**src/rtl/colgen_pkg.sv**
```systemverilog
package colgen_pkg;

    typedef struct packed {
        logic [2:0] bl;
        logic       interleave;
        logic [2:0] cas;
        logic       single_wr;
    } mode_t;

    localparam logic [2:0] CAS_CODE_3 = 3'b011;
    localparam logic [2:0] BL_PAGE    = 3'b111;

    localparam mode_t MODE_RESET = '{bl: 3'b000, interleave: 1'b0,
                                     cas: CAS_CODE_3, single_wr: 1'b0};

    function automatic logic mode_legal(input mode_t m);
        logic bl_ok;
        bl_ok = (m.bl == 3'b000) || (m.bl == 3'b001) || (m.bl == 3'b010) ||
                (m.bl == 3'b011) || (m.bl == BL_PAGE);
        return bl_ok && (m.cas == CAS_CODE_3) &&
               !((m.bl == BL_PAGE) && m.interleave);
    endfunction

endpackage

```
**src/rtl/colgen_mode_reg.sv**
```systemverilog
module colgen_mode_reg
    import colgen_pkg::*;
#(
    parameter int OP_W = 13
) (
    input  logic            clk,
    input  logic            rst_n,
    input  logic            load_i,
    input  logic [OP_W-1:0] op_i,
    output mode_t           mode_o,
    output logic            err_o
);
    localparam int BL_LSB  = 0;
    localparam int BT_BIT  = 3;
    localparam int CAS_LSB = 4;
    localparam int WM_BIT  = 9;

    typedef struct packed {
        mode_t mode;
        logic  err;
    } mreg_t;

    mreg_t st_d, st_q;
    mode_t cand;

    always_comb begin
        cand.bl         = op_i[BL_LSB +: 3];
        cand.interleave = op_i[BT_BIT];
        cand.cas        = op_i[CAS_LSB +: 3];
        cand.single_wr  = op_i[WM_BIT];
        st_d = st_q;
        if (load_i) begin
            if (mode_legal(cand)) begin
                st_d.mode = cand;
            end else begin
                st_d.err = 1'b1;
            end
        end
    end

    always_ff @(posedge clk or negedge rst_n) begin
        if (!rst_n) begin
            st_q <= '{mode: MODE_RESET, err: 1'b0};
        end else begin
            st_q <= st_d;
        end
    end

    assign mode_o = st_q.mode;
    assign err_o  = st_q.err;


    bad_mode_hold_chk: assert property (@(posedge clk) disable iff (!rst_n)
        (load_i && !mode_legal(cand)) |=> (mode_o == $past(mode_o)) && err_o);


    err_sticky_chk: assert property (@(posedge clk) disable iff (!rst_n)
        err_o |=> err_o);

endmodule

```
**src/rtl/colgen_beat_ctrl.sv**
```systemverilog
module colgen_beat_ctrl
    import colgen_pkg::*;
#(
    parameter int COL_W = 10
) (
    input  logic             clk,
    input  logic             rst_n,
    input  mode_t            mode_i,
    input  logic             go_i,
    input  logic             go_write_i,
    input  logic [COL_W-1:0] go_col_i,
    input  logic             stop_i,
    output logic             valid_o,
    output logic             last_o,
    output logic [COL_W-1:0] start_col_o,
    output logic [COL_W-1:0] beat_o,
    output logic [COL_W-1:0] mask_o,
    output logic             interleave_o
);
    typedef struct packed {
        logic             active;
        logic [COL_W-1:0] col;
        logic [COL_W-1:0] beat;
        logic [COL_W-1:0] mask;
        logic             inter;
        logic             full;
    } bst_t;

    bst_t s_d, s_q;
    logic [COL_W-1:0] len_mask;
    logic             at_end;

    always_comb begin
        case (mode_i.bl)
            3'b000:  len_mask = '0;
            3'b001:  len_mask = COL_W'(1);
            3'b010:  len_mask = COL_W'(3);
            3'b011:  len_mask = COL_W'(7);
            default: len_mask = '1;
        endcase
    end

    assign at_end = s_q.active && !s_q.full && (s_q.beat == s_q.mask);

    always_comb begin
        s_d = s_q;
        if (go_i) begin
            s_d.active = 1'b1;
            s_d.col    = go_col_i;
            s_d.beat   = '0;
            s_d.inter  = mode_i.interleave;
            if (go_write_i && mode_i.single_wr) begin
                s_d.mask = '0;
                s_d.full = 1'b0;
            end else begin
                s_d.mask = len_mask;
                s_d.full = (mode_i.bl == BL_PAGE);
            end
        end else if (stop_i) begin
            s_d.active = 1'b0;
        end else if (s_q.active) begin
            if (at_end) begin
                s_d.active = 1'b0;
            end else begin
                s_d.beat = s_q.beat + 1'b1;
            end
        end
    end

    always_ff @(posedge clk or negedge rst_n) begin
        if (!rst_n) begin
            s_q <= '0;
        end else begin
            s_q <= s_d;
        end
    end

    assign valid_o      = s_q.active;
    assign last_o       = at_end;
    assign start_col_o  = s_q.col;
    assign beat_o       = s_q.beat;
    assign mask_o       = s_q.mask;
    assign interleave_o = s_q.inter;


    stop_ends_chk: assert property (@(posedge clk) disable iff (!rst_n)
        (stop_i && !go_i) |=> !valid_o);


    last_drop_chk: assert property (@(posedge clk) disable iff (!rst_n)
        (valid_o && last_o && !go_i) |=> !valid_o);


    beat_step_chk: assert property (@(posedge clk) disable iff (!rst_n)
        (valid_o && !last_o && !go_i && !stop_i) |=>
            (valid_o && (beat_o == $past(beat_o) + COL_W'(1))));


    single_wr_chk: assert property (@(posedge clk) disable iff (!rst_n)
        (go_i && go_write_i && mode_i.single_wr) |=> (valid_o && last_o));

endmodule

```
**src/rtl/colgen_addr_map.sv**
```systemverilog
module colgen_addr_map #(
    parameter int COL_W = 10
) (
    input  logic [COL_W-1:0] start_col_i,
    input  logic [COL_W-1:0] beat_i,
    input  logic [COL_W-1:0] mask_i,
    input  logic             interleave_i,
    output logic [COL_W-1:0] addr_o
);
    logic [COL_W-1:0] sum;
    logic [COL_W-1:0] seq_addr;
    logic [COL_W-1:0] ilv_addr;

    assign sum = start_col_i + beat_i;

    for (genvar b = 0; b < COL_W; b++) begin : g_bit
        assign seq_addr[b] = mask_i[b] ? sum[b] : start_col_i[b];
        assign ilv_addr[b] = start_col_i[b] ^ beat_i[b];
    end

    assign addr_o = interleave_i ? ilv_addr : seq_addr;

endmodule

```
**src/rtl/sdram_burst_colgen.sv**
```systemverilog
module sdram_burst_colgen
    import colgen_pkg::*;
#(
    parameter int COL_W = 10,
    parameter int OP_W  = 13
) (
    input  logic             clk,
    input  logic             rst_n,
    input  logic             mode_load,
    input  logic [OP_W-1:0]  mode_op,
    input  logic             cmd_start,
    input  logic             cmd_write,
    input  logic [COL_W-1:0] cmd_col,
    input  logic             burst_stop,
    output logic [COL_W-1:0] col_addr,
    output logic             col_valid,
    output logic             col_last,
    output logic [2:0]       cas_lat,
    output logic             single_write,
    output logic             mode_error
);
    mode_t            mode;
    logic [COL_W-1:0] start_col;
    logic [COL_W-1:0] beat;
    logic [COL_W-1:0] mask;
    logic             interleave;

    colgen_mode_reg #(.OP_W(OP_W)) u_mode (
        .clk    (clk),
        .rst_n  (rst_n),
        .load_i (mode_load),
        .op_i   (mode_op),
        .mode_o (mode),
        .err_o  (mode_error)
    );

    colgen_beat_ctrl #(.COL_W(COL_W)) u_ctrl (
        .clk          (clk),
        .rst_n        (rst_n),
        .mode_i       (mode),
        .go_i         (cmd_start),
        .go_write_i   (cmd_write),
        .go_col_i     (cmd_col),
        .stop_i       (burst_stop),
        .valid_o      (col_valid),
        .last_o       (col_last),
        .start_col_o  (start_col),
        .beat_o       (beat),
        .mask_o       (mask),
        .interleave_o (interleave)
    );

    colgen_addr_map #(.COL_W(COL_W)) u_map (
        .start_col_i  (start_col),
        .beat_i       (beat),
        .mask_i       (mask),
        .interleave_i (interleave),
        .addr_o       (col_addr)
    );

    assign cas_lat      = mode.cas;
    assign single_write = mode.single_wr;


    block_align_chk: assert property (@(posedge clk) disable iff (!rst_n)
        col_valid |-> (((col_addr ^ start_col) & ~mask) == '0));


    first_beat_chk: assert property (@(posedge clk) disable iff (!rst_n)
        cmd_start |=> (col_valid && (col_addr == $past(cmd_col))));

endmodule

```
**config.mk**
```make
export PLATFORM = sky130hd
export DESIGN_NAME = sdram_burst_colgen
export DESIGN_NICKNAME = d
export VERILOG_FILES = /design/src/rtl/colgen_pkg.sv /design/src/rtl/colgen_mode_reg.sv /design/src/rtl/colgen_beat_ctrl.sv /design/src/rtl/colgen_addr_map.sv /design/src/rtl/sdram_burst_colgen.sv
export SDC_FILE = /design/constraint.sdc
export NUM_CORES = 1
export LEC_CHECK = 0
export ABC_AREA = 1
export ABC_CLOCK_PERIOD_IN_PS = 5100
export BUFFER_PORTS_ARGS = -buffer_cell sky130_fd_sc_hd__buf_4
export CAP_MARGIN = 15
export CORE_ASPECT_RATIO = 0.9
export CORE_MARGIN = 1.5
export CORE_UTILIZATION = 50
export CTS_BUF_LIST = sky130_fd_sc_hd__clkbuf_4
export DETAILED_ROUTE_END_ITERATION = 10
export PLACE_DENSITY = 0.8
export SETUP_SLACK_MARGIN = 0.5
export SYNTH_ARGS = -nofsm -noshare
export SYNTH_HDL_FRONTEND = slang
export SYNTH_SLANG_ARGS = --single-unit
export TNS_END_PERCENT = 100
```
**constraint.sdc**
```tcl
create_clock -name clk -period 5.1 [get_ports clk]
set_clock_uncertainty 0.15 [all_clocks]
set_input_delay 1.02 -clock clk [delete_from_list [all_inputs] [get_ports clk]]
set_output_delay 1.02 -clock clk [all_outputs]
set_load 0.02 [all_outputs]
```
After elaboration in Yosys (flattened, before gate mapping) --
Cells that the tools add are included.
Cells by class: bitwise operators 11, add/subtract/negate cells 2, eq/ne operators 12, reduce and logical (&&, ||, !) cells 18, multiplexer cells 22
Operators by type and width (number):
- two-way mux 10 bit | 6
- one-hot mux 10 bit (4 select lines) | 1
- == test 3 x 2 -> 1 bit (second input constant) | 5
- two-way mux 1 bit | 15
- adder 10 x 1 -> 10 bit (second input constant) | 1
- adder 10 bit | 1
- == test 10 bit | 1
- XOR 1 bit | 10
- == test 3 x 1 -> 1 bit (second input constant) | 2
- == test 3 bit (second input constant) | 2
- logical AND 1 bit | 6
- zero test 3 bit | 2
- logical OR 1 bit | 4
- != test 2 bit (second input constant) | 2
- AND reduction 2 bit | 2
- AND reduction 3 bit | 1
- zero test 1 bit | 2
- nonzero test 2 bit | 1
- inverter 1 bit | 1
Word-level totals: output and inout bits 17, input bits 29, register bits 42, word-level logic and storage cells 76

Longest topological paths before layout --
depth in word-level cells 9, gate-level depth with buffers 12, mapped depth without buffers 12

By module --
Synthesis repeated with hierarchy kept, for this count alone.
Second synthesis, totals: cell total of the unflattened synthesis 398, area, all modules 2765.2 um2
Modules (own cells, without submodules):
- colgen_beat_ctrl | cells each 229, area each 1685.4 um2, instances 1, seq. area each 675.6 um2
- colgen_addr_map | cells each 129, area each 676.9 um2, instances 1, seq. area each 0.0 um2
- colgen_mode_reg | cells each 40, area each 402.9 um2, instances 1, seq. area each 227.7 um2

Worst setup path after synthesis --
Ideal clock, no wire load.
path kind register to output, start reg u_ctrl.s_q, in the netlist u_ctrl.beat_o[0], end out col_addr[8], data arrival time 1.718 ns, data required time 3.930 ns, path buffers 0, cell stages (with the launch flop) 12, slack 2.212 ns, cells stage by stage dfrtp_1 > ha_1 > fa_1 > nand2_1 > nand2_1 > nand2_1 > nand2_1 > nand2_1 > nand3_1 > nand3_1 > nand2_1 > nand2_1
On the way: cells in the longest elaborated chain, start to end 3
RTL lines:
- from (decl) | RTL line colgen_beat_ctrl.sv:29 | bst_t s_d, s_q;
- from (signal assigned) | RTL line colgen_beat_ctrl.sv:72 | s_q <= '0;
- from (signal assigned) | RTL line colgen_beat_ctrl.sv:74 | s_q <= s_d;
- adder 10 bit | RTL line colgen_addr_map.sv:14 | assign sum = start_col_i + beat_i;
- two-way mux 1 bit | RTL line colgen_addr_map.sv:17 | assign seq_addr[b] = mask_i[b] ? sum[b] : start_col_i[b];
- two-way mux 10 bit | RTL line colgen_addr_map.sv:21 | assign addr_o = interleave_i ? ilv_addr : seq_addr;
- to (decl) | RTL line sdram_burst_colgen.sv:15 | output logic [COL_W-1:0] col_addr,
Every way passes these cells.

Final worst setup path --
start reg u_ctrl.s_q, in the netlist u_ctrl.beat_o[0], end out col_addr[4]
The elaborated chain is that of the path after synthesis.

==> out/results.txt <==
Outcome: finished, final reports clean
Effective utilization at floorplan: 0.533
Number of remaining DRC errors: 0
Syn-to-layout area delta: 15.2%
TritonCTS Buffers: 5
Worst-path cell with the longest stage delay: dfrtp_1
Most common library cell in the layout ignoring fill and taps: nand2_1
Horizontal die dimension: 76.4 um
Net count after synthesis: 387
Average cell area after synthesis: 6.99 um^2
First-pass GRT wire length: 9450 um
Min-Delay Path Class: flip-flop to flip-flop
HPWL after detailed placement: 4020 um
Adder and majority gate portion of the synthesized area: 0.0599
Final antenna diode count: 0
Cts-stage hold buffer count: 0
Data arrival, critical path: 2390 ps
Slew at the pin closest to its max-slew limit: 664 ps
Io pins: 46
Static leakage: 1.52 nW
Post-route worst hold slack: 333 ps
Unrepaired setup endpoints after global routing: false
Top library cells by usage in the layout, fill and taps aside: nand2_1 (117), inv_1 (41), buf_4 (40)
Setup crit end kind: primary output
Via count of the first global-routing pass: 2,139
Pre-CTS worst setup slack: 1950 ps
Mux cell area share after synthesis: 0
Required @ worst endpoint: 3930 ps
Site row count: 23
Worst reg2reg setup slack: 3240 ps
Length of the first detailed-routing pass in iterations: 5
Max transition margin: 0.555
YS warnings: 0
CTS tree: done
Period Utilization, post-route: 0.698
Asr flop ratio synth: 1.00
Insertion delay of the later-clocked pin in the worst-skew pair: 350 ps
Via total after detailed routing: 2,320
Synthesized instance count: 347
Maxcap violations: 0
Routed via count divided by cell count: 5.23
Non-filler cells in the finished layout: 444
Pins Over Slew Limit: 0
GRT overflow: 0
Clock root buffer: clkbuf_4
Number of flops mapped to enable cells by yosys: 0
Hold violation total from the final report: 0
Number of placed instances with taps included: 436
Die Y: 69.1 um
Dominant cell type by count on the critical path: nand2_1
Xor-xnor portion of the synthesized cell area: 0.0289
Simple logic cell fraction of the synthesized area: 0.338
Sequential-to-total area share from yosys stat: 0.373
Remaining antenna violation count: 0
Number of failing setup endpoints in the final timing report: 0
Maximum number of pins on one net before global-route repair: 37
Input/output buffers: 40
Number of unique standard cell types used by synthesis: 33
Die area: 5280 um^2
Last weighted congestion value of the routability-driven placer: 0.895
Multi-input gate area in the final layout: 1280 um^2
Number of levels the H-tree was split into: 2
Sequential cell area: 903 um^2
Iter 0 DRT Violations: 115
Shortest period the worst path allows: 3560 ps
Critical path class: flip-flop to primary output
Maximum frequency from static timing analysis: 281 MHz
Worst IR drop on VDD: 0.000187 V
Worst-case setup margin in the final layout: 1540 ps
Post-Synthesis Cell Area: 2420 um^2
Share of the synthesized area in compound gates (AO/OA/AOI/OAI): 0.101
Num Clock Sinks: 36
Fillcell total: 453
Largest incremental delay on the critical path: 500 ps
FF+latch count, synth: 36
Dominant combinational cell family by area after synthesis: simple AND/OR/NAND/NOR gates
Largest fanout on the critical path: 8
Clock edge transition at the registers on the reported setup and hold paths: 120 ps
Core footprint: 4550 um^2
# nets final: 421
Initial antenna violation count: 0
Total Negative Setup Slacks: 0 ps
Ordered list of cells on the worst path: ha_1 -> fa_1 -> nand2_1 -> nand2_1 -> nand2_1 -> nand2_1 -> o21ai_0 -> inv_1 -> o22ai_1 -> inv_1 -> buf_4
Cell area power density: 281 nW/um^2
Average wire length per cell after detail routing: 12.2 um
Post-CTS Repair Setup Buffers: 0
GRT Overall Usage: 0.219
Share of cells above drive strength 1: 0.160
Top_reg_cell synth: dfrtp_1
Crit start category: flip-flop
Post-CTS Resized: 0
Total wirelength of the detailed-routed design: 5430 um
Clk buf depth: 2
layout make-up:
cell class | count | area share
Inverter | 45 | 0.0605
Timing Repair Buffer | 40 | 0.108
Multi-Input combinational cell | 253 | 0.459
Clock inverter | 3 | 0.00851
Sequential cell | 36 | 0.323
Tap cell | 62 | 0.0278
Clock buffer | 5 | 0.0134
per-layer routing:
metal  part of all wire  vias to the layer above  GRT usage
li1                   -                     1179          -
met3              0.047                       10     0.0397
met2               0.45                       57      0.350
met1               0.49                     1074      0.300
met4              0.018                        0     0.0700
met5                  0                        -          0
cell families after synthesis:
logic type / count (synthesis)
flops: 36
buf+inv: 58
xor+xnor: 8
simple gates: 190
compound gates: 44
fa+ha+maj: 11
synth_stat cells (2+ instances only):
master / instances / area (um^2)
a21oi_1: 14 / 70.1
inv_1: 41 / 154
ha_1: 10 / 125
nand4_1: 12 / 75.1
clkbuf_1: 6 / 22.5
or2_2: 2 / 12.5
xor2_1: 7 / 61.3
buf_4: 3 / 22.5
nand3_1: 30 / 150
nand2_2: 2 / 12.5
a21o_1: 2 / 15.0
buf_2: 3 / 15.0
nand2_1: 117 / 439
o22ai_1: 3 / 18.8
dfstp_2: 2 / 52.6
o21ai_0: 19 / 95.1
inv_2: 3 / 11.3
dfrtp_1: 34 / 851
nor2_1: 23 / 86.3
registers in the layout (all words and copies together) (netlist names):
| name | count |
|---|---|
| u_ctrl.beat_o | 10 |
| u_ctrl.interleave_o | 1 |
| u_ctrl.mask_o | 4 |
| u_ctrl.s_q | 1 |
| u_ctrl.start_col_o | 10 |
| u_ctrl.valid_o | 1 |
| u_mode.err_o | 1 |
| u_mode.mode_o | 8 |
power by group:
group / switching (mW) / total, mW / internal (mW)
sequential: 0.0349 / 0.353 / 0.318
clock: 0.107 / 0.161 / 0.0542
combinational: 0.163 / 0.271 / 0.107
total: 0.305 / 0.785 / 0.480
worst paths after layout:
check                            startpoint                to  cells past startpoint
setup / recovery           u_ctrl.beat_o[0]       col_addr[4]                     11
hold / removal             u_mode.mode_o[3]  u_mode.mode_o[3]                      2
setup reg to reg           u_ctrl.mask_o[8]  u_ctrl.beat_o[9]                      7
hold reg to reg            u_mode.mode_o[3]  u_mode.mode_o[3]                      2
max in group asynchronous             rst_n  u_mode.mode_o[1]                      1
min in group asynchronous             rst_n  u_ctrl.beat_o[3]                      1
worst max-delay path, delay by kind of cell (launching register included):
family | cells | cell delay, ps
AO/OA/AOI/OAI | 2 | 260
adder cells (fa/ha/maj) | 2 | 710
buffers and inverters | 3 | 250
flip-flops | 1 | 500
AND/OR/NAND/NOR | 4 | 310
metrics by stage:
step                utilization  cell area [um^2]  total power [mW]
finish                    0.614              2790             0.785
global route              0.614              2790             0.836
CTS                       0.614              2790             0.789
detailed placement        0.601              2730             0.628
global placement          0.601              2730             0.621
floorplan                     -              2420             0.530
(Power assumes the default switching activity.)
